<file path="src/rtl/jtag_tap_pkg.sv">
package jtag_tap_pkg;

   typedef enum logic [3:0] {
      ST_EX2_DR = 4'h0,
      ST_EX1_DR = 4'h1,
      ST_SHF_DR = 4'h2,
      ST_PAU_DR = 4'h3,
      ST_SEL_IR = 4'h4,
      ST_UPD_DR = 4'h5,
      ST_CAP_DR = 4'h6,
      ST_SEL_DR = 4'h7,
      ST_EX2_IR = 4'h8,
      ST_EX1_IR = 4'h9,
      ST_SHF_IR = 4'hA,
      ST_PAU_IR = 4'hB,
      ST_IDLE   = 4'hC,
      ST_UPD_IR = 4'hD,
      ST_CAP_IR = 4'hE,
      ST_RESET  = 4'hF
   } tap_state_e;

   typedef enum logic [1:0] {
      DR_PASS     = 2'd0,
      DR_IDENT    = 2'd1,
      DR_USER     = 2'd2,
      DR_BOUNDARY = 2'd3
   } dr_sel_e;

   typedef struct packed {
      dr_sel_e dr_sel;
      logic    test_mode;
      logic    float_pins;
   } ir_decode_t;

   // Successor of a controller state for a given mode-select level.
   function automatic tap_state_e tap_next(input tap_state_e s, input logic m);
      tap_state_e n;
      case (s)
         ST_RESET:  n = m ? ST_RESET  : ST_IDLE;
         ST_IDLE:   n = m ? ST_SEL_DR : ST_IDLE;
         ST_SEL_DR: n = m ? ST_SEL_IR : ST_CAP_DR;
         ST_CAP_DR: n = m ? ST_EX1_DR : ST_SHF_DR;
         ST_SHF_DR: n = m ? ST_EX1_DR : ST_SHF_DR;
         ST_EX1_DR: n = m ? ST_UPD_DR : ST_PAU_DR;
         ST_PAU_DR: n = m ? ST_EX2_DR : ST_PAU_DR;
         ST_EX2_DR: n = m ? ST_UPD_DR : ST_SHF_DR;
         ST_UPD_DR: n = m ? ST_SEL_DR : ST_IDLE;
         ST_SEL_IR: n = m ? ST_RESET  : ST_CAP_IR;
         ST_CAP_IR: n = m ? ST_EX1_IR : ST_SHF_IR;
         ST_SHF_IR: n = m ? ST_EX1_IR : ST_SHF_IR;
         ST_EX1_IR: n = m ? ST_UPD_IR : ST_PAU_IR;
         ST_PAU_IR: n = m ? ST_EX2_IR : ST_PAU_IR;
         ST_EX2_IR: n = m ? ST_UPD_IR : ST_SHF_IR;
         ST_UPD_IR: n = m ? ST_SEL_DR : ST_IDLE;
         default:   n = ST_RESET;
      endcase
      return n;
   endfunction

endpackage

</file>
<file path="src/rtl/jtag_tap_fsm.sv">
module jtag_tap_fsm
   import jtag_tap_pkg::*;
(
   input  logic       tck,
   input  logic       rst_n,
   input  logic       tms,
   output tap_state_e state
);

   tap_state_e state_d;

   always_comb begin
      state_d = tap_next(state, tms);
   end

   always_ff @(posedge tck or negedge rst_n) begin
      if (!rst_n) begin
         state <= ST_RESET;
      end else begin
         state <= state_d;
      end
   end

endmodule

</file>
<file path="src/rtl/jtag_tap_ir.sv">
module jtag_tap_ir
   import jtag_tap_pkg::*;
#(
   parameter int unsigned        IR_W         = 4,
   parameter logic [IR_W-1:0]    OP_EXTEST    = 4'b0000,
   parameter logic [IR_W-1:0]    OP_SAMPLE    = 4'b0001,
   parameter logic [IR_W-1:0]    OP_IDCODE    = 4'b0010,
   parameter logic [IR_W-1:0]    OP_USERCODE  = 4'b0011,
   parameter logic [IR_W-1:0]    OP_CLAMP     = 4'b0100,
   parameter logic [IR_W-1:0]    OP_HIGHZ     = 4'b0101,
   parameter bit                 USE_USERCODE = 1'b1
)(
   input  logic            tck,
   input  logic            rst_n,
   input  tap_state_e      state,
   input  logic            tdi,
   output logic            ir_lsb,
   output logic [1:0]      ir_low,
   output logic [IR_W-1:0] ir_q,
   output ir_decode_t      dec
);

   localparam logic [IR_W-1:0] CAPTURE_PAT = IR_W'(2'b01);

   logic [IR_W-1:0] ir_sr;
   logic            user_hit;

   always_ff @(posedge tck or negedge rst_n) begin
      if (!rst_n) begin
         ir_sr <= CAPTURE_PAT;
      end else if (state == ST_CAP_IR) begin
         ir_sr <= CAPTURE_PAT;
      end else if (state == ST_SHF_IR) begin
         ir_sr <= {tdi, ir_sr[IR_W-1:1]};
      end
   end

   always_ff @(posedge tck or negedge rst_n) begin
      if (!rst_n) begin
         ir_q <= OP_IDCODE;
      end else if (state == ST_RESET) begin
         ir_q <= OP_IDCODE;
      end else if (state == ST_UPD_IR) begin
         ir_q <= ir_sr;
      end
   end

   generate
      if (USE_USERCODE) begin : g_user
         assign user_hit = (ir_q == OP_USERCODE);
      end else begin : g_nouser
         assign user_hit = 1'b0;
      end
   endgenerate

   always_comb begin
      dec.dr_sel     = DR_PASS;
      dec.test_mode  = 1'b0;
      dec.float_pins = 1'b0;
      if (ir_q == OP_EXTEST) begin
         dec.dr_sel    = DR_BOUNDARY;
         dec.test_mode = 1'b1;
      end else if (ir_q == OP_SAMPLE) begin
         dec.dr_sel = DR_BOUNDARY;
      end else if (ir_q == OP_IDCODE) begin
         dec.dr_sel = DR_IDENT;
      end else if (user_hit) begin
         dec.dr_sel = DR_USER;
      end else if (ir_q == OP_CLAMP) begin
         dec.test_mode = 1'b1;
      end else if (ir_q == OP_HIGHZ) begin
         dec.test_mode  = 1'b1;
         dec.float_pins = 1'b1;
      end
   end

   assign ir_lsb = ir_sr[0];
   assign ir_low = ir_sr[1:0];

endmodule

</file>
<file path="src/rtl/jtag_tap_dr.sv">
module jtag_tap_dr
   import jtag_tap_pkg::*;
#(
   parameter int unsigned      ID_W     = 32,
   parameter logic [ID_W-1:0]  IDCODE   = 32'h1234_5679,
   parameter logic [ID_W-1:0]  USERCODE = 32'hCAFE_0001
)(
   input  logic       tck,
   input  logic       rst_n,
   input  tap_state_e state,
   input  dr_sel_e    dr_sel,
   input  logic       tdi,
   input  logic       bsr_so,
   output logic       dr_lsb
);

   logic            pass_q;
   logic [ID_W-1:0] id_sr;
   logic            id_sel;

   assign id_sel = (dr_sel == DR_IDENT) || (dr_sel == DR_USER);

   always_ff @(posedge tck or negedge rst_n) begin
      if (!rst_n) begin
         pass_q <= 1'b0;
      end else if (dr_sel == DR_PASS) begin
         if (state == ST_CAP_DR) begin
            pass_q <= 1'b0;
         end else if (state == ST_SHF_DR) begin
            pass_q <= tdi;
         end
      end
   end

   // One shift register serves both identification codes.
   always_ff @(posedge tck or negedge rst_n) begin
      if (!rst_n) begin
         id_sr <= IDCODE;
      end else if (id_sel) begin
         if (state == ST_CAP_DR) begin
            id_sr <= (dr_sel == DR_USER) ? USERCODE : IDCODE;
         end else if (state == ST_SHF_DR) begin
            id_sr <= {tdi, id_sr[ID_W-1:1]};
         end
      end
   end

   always_comb begin
      case (dr_sel)
         DR_PASS:     dr_lsb = pass_q;
         DR_IDENT:    dr_lsb = id_sr[0];
         DR_USER:     dr_lsb = id_sr[0];
         DR_BOUNDARY: dr_lsb = bsr_so;
         default:     dr_lsb = pass_q;
      endcase
   end

endmodule

</file>
<file path="src/rtl/jtag_tap_ctrl.sv">
module jtag_tap_ctrl
   import jtag_tap_pkg::*;
#(
   parameter int unsigned      IR_W         = 4,
   parameter int unsigned      ID_W         = 32,
   parameter logic [ID_W-1:0]  IDCODE       = 32'h1234_5679,
   parameter logic [ID_W-1:0]  USERCODE     = 32'hCAFE_0001,
   parameter bit               HAS_TRST     = 1'b1,
   parameter bit               USE_USERCODE = 1'b1,
   parameter logic [IR_W-1:0]  OP_EXTEST    = 4'b0000,
   parameter logic [IR_W-1:0]  OP_SAMPLE    = 4'b0001,
   parameter logic [IR_W-1:0]  OP_IDCODE    = 4'b0010,
   parameter logic [IR_W-1:0]  OP_USERCODE  = 4'b0011,
   parameter logic [IR_W-1:0]  OP_CLAMP     = 4'b0100,
   parameter logic [IR_W-1:0]  OP_HIGHZ     = 4'b0101,
   parameter logic [IR_W-1:0]  OP_BYPASS    = 4'b1111
)(
   input  logic            tck,
   input  logic            trst_n,
   input  logic            tms,
   input  logic            tdi,
   input  logic            bsr_so,
   output logic            tdo,
   output logic            tdo_oe,
   output logic            bsr_capture,
   output logic            bsr_shift,
   output logic            bsr_update,
   output logic            bsr_test_mode,
   output logic            pins_hiz,
   output logic            tap_reset,
   output logic [IR_W-1:0] ir_value
);

   // Elaboration-time parameter checks
   generate
      if (IR_W < 2) begin : g_bad_irw
         $error("IR_W must be at least 2");
      end
      if (ID_W < 2) begin : g_bad_idw
         $error("ID_W must be at least 2");
      end
      if (IDCODE[0] != 1'b1) begin : g_bad_id
         $error("IDCODE bit 0 must be 1");
      end
      if (OP_BYPASS != {IR_W{1'b1}}) begin : g_bad_byp
         $error("OP_BYPASS must be all ones");
      end
   endgenerate

   logic       rst_n;
   tap_state_e state;
   ir_decode_t dec;
   logic       ir_lsb;
   logic [1:0] ir_low;
   logic       dr_lsb;
   logic       bsr_sel;
   logic       in_shift;

   generate
      if (HAS_TRST) begin : g_trst
         assign rst_n = trst_n;
      end else begin : g_no_trst
         assign rst_n = 1'b1;
      end
   endgenerate

   jtag_tap_fsm i_fsm (
      .tck   (tck),
      .rst_n (rst_n),
      .tms   (tms),
      .state (state)
   );

   jtag_tap_ir #(
      .IR_W         (IR_W),
      .OP_EXTEST    (OP_EXTEST),
      .OP_SAMPLE    (OP_SAMPLE),
      .OP_IDCODE    (OP_IDCODE),
      .OP_USERCODE  (OP_USERCODE),
      .OP_CLAMP     (OP_CLAMP),
      .OP_HIGHZ     (OP_HIGHZ),
      .USE_USERCODE (USE_USERCODE)
   ) i_ir (
      .tck    (tck),
      .rst_n  (rst_n),
      .state  (state),
      .tdi    (tdi),
      .ir_lsb (ir_lsb),
      .ir_low (ir_low),
      .ir_q   (ir_value),
      .dec    (dec)
   );

   jtag_tap_dr #(
      .ID_W     (ID_W),
      .IDCODE   (IDCODE),
      .USERCODE (USERCODE)
   ) i_dr (
      .tck    (tck),
      .rst_n  (rst_n),
      .state  (state),
      .dr_sel (dec.dr_sel),
      .tdi    (tdi),
      .bsr_so (bsr_so),
      .dr_lsb (dr_lsb)
   );

   assign in_shift = (state == ST_SHF_DR) || (state == ST_SHF_IR);

   // Output stage launched on the falling edge
   always_ff @(negedge tck or negedge rst_n) begin
      if (!rst_n) begin
         tdo    <= 1'b0;
         tdo_oe <= 1'b0;
      end else begin
         tdo    <= (state == ST_SHF_IR) ? ir_lsb : dr_lsb;
         tdo_oe <= in_shift;
      end
   end

   assign bsr_sel       = (dec.dr_sel == DR_BOUNDARY);
   assign bsr_capture   = bsr_sel && (state == ST_CAP_DR);
   assign bsr_shift     = bsr_sel && (state == ST_SHF_DR);
   assign bsr_update    = bsr_sel && (state == ST_UPD_DR);
   assign bsr_test_mode = dec.test_mode;
   assign pins_hiz      = dec.float_pins;
   assign tap_reset     = (state == ST_RESET);

endmodule

</file>
<file path="config.mk">
export PLATFORM = sky130hd
export DESIGN_NAME = jtag_tap_ctrl
export DESIGN_NICKNAME = d
export VERILOG_FILES = /design/src/rtl/jtag_tap_pkg.sv /design/src/rtl/jtag_tap_fsm.sv /design/src/rtl/jtag_tap_ir.sv /design/src/rtl/jtag_tap_dr.sv /design/src/rtl/jtag_tap_ctrl.sv
export SDC_FILE = /design/constraint.sdc
export NUM_CORES = 1
export LEC_CHECK = 0
export BUFFER_PORTS_ARGS = -buffer_cell sky130_fd_sc_hd__buf_4
export CAP_MARGIN = 20
export CORE_MARGIN = 3
export CORE_UTILIZATION = 64
export CTS_CLUSTER_DIAMETER = 100
export DETAILED_ROUTE_END_ITERATION = 8
export PLACE_DENSITY = 0.84
export SETUP_SLACK_MARGIN = 0.02
export SKIP_LAST_GASP = 1
export SLEW_MARGIN = 20
export SYNTH_ARGS = -nofsm -noshare
export SYNTH_HDL_FRONTEND = slang
export SYNTH_HIERARCHICAL = 1
export SYNTH_SLANG_ARGS = --single-unit
</file>
<file path="constraint.sdc">
create_clock -name tck -period 5 [get_ports tck]
set_input_delay 0.5 -clock tck [delete_from_list [all_inputs] [get_ports tck]]
set_output_delay 0.5 -clock tck [all_outputs]
set_load 0.1 [all_outputs]
</file>
Word level (Yosys, flattened, before mapping) --
Cells that the tools add are included.
Cells by class: reductions and logical operators 17, multiplexer cells 35, equality and inequality tests 23
Operators by type and width (count):
- $mux W32 | 3
- $pmux W4 S12 | 1
- $eq A4 B4 Y1 const B | 8
- $mux W2 | 13
- $eq A4 B3 Y1 const B | 6
- $mux W4 | 5
- $eq A4 B2 Y1 const B | 4
- $mux W3 | 5
- $eq A4 B1 Y1 const B | 2
- $logic_not A4 Y1 | 2
- $mux W1 | 7
- $reduce_bool A2 Y1 | 3
- $reduce_or A2 Y1 | 3
- $eq A2 B2 Y1 const B | 2
- $reduce_and A2 Y1 | 2
- $logic_and A1 B1 Y1 | 3
- $pmux W1 S3 | 1
- $reduce_or A3 Y1 | 1
- $eq A2 B1 Y1 const B | 1
- $logic_not A2 Y1 | 1
- $logic_or A1 B1 Y1 | 2
Storage, ports and cells: logic and storage cells 82, flip-flop bits (word level) 47, output and inout bits 12, bits of input ports 5

Longest topological paths before layout --
word-level depth 11, depth in mapped cells 9, gate-level depth less buffers 7

By module --
The synthesis kept the hierarchy.
By module, submodules not included:
- jtag_tap_dr | area an instance 1542.7 sq um, cells an instance 156, seq. area each 843.3 sq um, instances 1
- jtag_tap_ir | area an instance 450.4 sq um, cells an instance 38, seq. area each 202.7 sq um, instances 1
- jtag_tap_fsm | area an instance 197.7 sq um, cells an instance 19, seq. area each 105.1 sq um, instances 1
- jtag_tap_ctrl | area an instance 127.6 sq um, cells an instance 12, seq. area each 50.0 sq um, instances 1

==> results.md <==
* Run status: finished, final reports clean
* Data required, critical path at 2.70 ns
* DRT iter0 DRCs at slightly below 90
* Total number of placement rows at 21
* Global-route wire length before repair at ~6.6 mm
* Routed vias/inst at between 5 and 6
* Net count of the finished layout at between 200 and 250
* Clock-pin transition on the worst setup and hold timing paths at 0.14 ns
* Count of vias placed by the detailed router at ~1500
* Reg-to-reg setup timing slack at 0.40 ns
* Kind of cell adding the most delay to the critical path: compound AO/OA/AOI/OAI gates
* Clk root buf: sky130_fd_sc_hd__clkbuf_4
* Detailed-route wire length per cell at between 10 and 15 um
* DPL Wire Length at 2.44 mm
* Number of remaining DRC errors at 0
* Post-Route WL at approximately 4 mm
* Clock skew after layout at a little under 0.02 ns
* Chip width at 66.0 um
* Number of hold-repair buffers added at the cts stage at 0
* Transition time of the tightest slew-check pin at 0.635 ns
* Resized cells post-CTS at 0
* Kind of launch point of the worst setup path: register
* Worst reg-to-reg path cell count at 6
* Count of buffer and inverter cells on the critical path at 1
* Number of antenna violations at the first check in global routing at 0
* Weighted congestion at the end of routability-driven global placement at 0.792
* Die Y-Extent at around 66 um
* Full die area at 0.00435 sq mm
* Slowest cell on the critical path: sky130_fd_sc_hd__a211oi_1
* Count of synthesis-stage warnings from yosys at 6
* Final Max Tran Viols at 0
* Number of clock sinks seen by CTS at 47
* H-Tree Level Count at 2
* Setup Crit Path Kind: reg -> reg
* Total of max-cap violations at 0
* Final global-route overflow total at 0
* Launching point of the worst reg2reg path: i_ir/ir_q[0]
* Mapped Area at approximately 0.0023 sq mm
* Rel. slew slack at 57.7%
* Crit path depth at 6
* Final antenna diode count at 0
* CP peak stage delay at approximately 0.48 ns
* Setup-failing EPs final at 0
* Fill cells at about 230
* Standard cell core area at roughly 0.0034 sq mm
* First drt pass iteration count at 5
* Sum of negative setup slack at 0 ns
* Num ports at 17
* Final count of hold timing violations at 0
* Instance count of the mapped netlist at 223
* Worst reg2reg endpoint: tdo
* Critical Path, Cell by Cell: a211oi_1 > inv_1 > ha_1 > a22oi_1 > o21ai_0 > mux2_4
* Data arrival at the endpoint of the critical path at about 2.3 ns
* CP endpoint: tdo
* TritonCTS buffer count at 5
* Initial core utilization at 68.0%
* IO buf count at 16
* Synthesized net count at ~230
* Postcts setup bufs at 0
* Post-synthesis to final-layout area growth at 7.77%
* Kind of capture point of the worst setup path: register
* CTS max path bufs at 2
* Maximum number of pins on one net before global-route repair at between 40 and 50
* RSZ-0062 raised after global routing: false
* Number of global-route vias before repair at between 1000 and 1500
* Post-detailed-route count of antenna-violating nets at 0
* Source of the critical timing path: i_ir/ir_q[0]
* Mean cell area of the mapped netlist at slightly above 10 sq um
* Gr usage total at 20.0%
* TritonCTS clock tree: done
* Clock insertion delay at the later pin of the skew report at between 0.3 and 0.4 ns
* Largest fanout of any net on the critical path at 4
* Worst min-delay path category: in -> async
* Layout cells sized above 1 at 30.9%
==> sequential cells by signal, summed over array words and instances (netlist names) <==
name,count
i_ir/ir_sr,4
i_dr/pass_q,1
tdo,1
i_ir/ir_q,4
i_dr/id_sr,32
tdo_oe,1
i_fsm/state,4
==> area by class of cell <==
| cell class | instances | area [sq um] | share of cell area, % |
|---|---|---|---|
| Clock buffer | 5 | 37.5 | 1.51 |
| Sequential cell | 47 | 1200 | 48.4 |
| Clock inverter | 3 | 67.6 | 2.72 |
| Timing Repair Buffer | 18 | 135 | 5.44 |
| Tap cell | 46 | 57.6 | 2.32 |
| Multi-Input combinational cell | 157 | 960 | 38.7 |
| Inverter | 6 | 22.5 | 0.907 |
==> cell usage in the layout, fill, tap and decap left out, drive strengths merged, types with 5 or more instances in the layout <==
| master | count |
|---|---|
| inv | 6 |
| o21ai | 24 |
| a21oi | 16 |
| nand2 | 55 |
| clkbuf | 5 |
| dfstp | 20 |
| buf | 18 |
| nand3 | 12 |
| dfrtp | 25 |
| nor2 | 5 |
| mux2 | 6 |
==> through the flow <==
stage / hold slack [ns] / instances / setup slack (ns) / util, % / area [sq um]
6_report: 0.106 / 282 / 0.401 / 73.2 / 2480
5_1_grt: 0.133 / 282 / 0.239 / 73.2 / 2480
4_1_cts: 0.125 / 282 / 0.381 / 73.2 / 2480
3_5_place_dp: 0.445 / 274 / 0.499 / 70.1 / 2380
3_3_place_gp: 0.440 / 274 / 0.615 / 70.1 / 2380
2_1_floorplan: 0.204 / 223 / 0.208 / - / 2300
==> worst register-to-register path: stages, from the launching register on <==
cell,delay (ns)
sky130_fd_sc_hd__dfrtp_2,0.45
sky130_fd_sc_hd__a211oi_1,0.48
sky130_fd_sc_hd__inv_1,0.13
sky130_fd_sc_hd__ha_1,0.36
sky130_fd_sc_hd__a22oi_1,0.15
sky130_fd_sc_hd__o21ai_0,0.10
sky130_fd_sc_hd__mux2_4,0.26
==> how the worst min path moves through the flow <==
| stage | startpoint | end | slack (ns) |
|---|---|---|---|
| final | trst_n | i_dr/id_sr[13] | 0.11 |
| after global routing | trst_n | i_dr/id_sr[13] | 0.13 |
| after CTS | trst_n | i_dr/id_sr[15] | 0.12 |
| after detailed placement | i_dr/id_sr[18] | i_dr/id_sr[18] | 0.45 |
| after global placement | i_dr/id_sr[25] | i_dr/id_sr[25] | 0.44 |
| after floorplan | trst_n | i_dr/id_sr[11] | 0.20 |
==> per-layer routing <==
layer | vias to the layer above | wire [um] | GRT usage (%)
li1 | 778 | - | -
met1 | 730 | 1880 | 27.8
met2 | 24 | 1790 | 29.4
met3 | 9 | 125 | 4.59
met4 | 0 | 97 | 9.90
met5 | - | 0 | 0
Power is left out: the tool's default activity adds up to more than one toggle a clock period on the data nets, which glitch-free logic cannot reach.
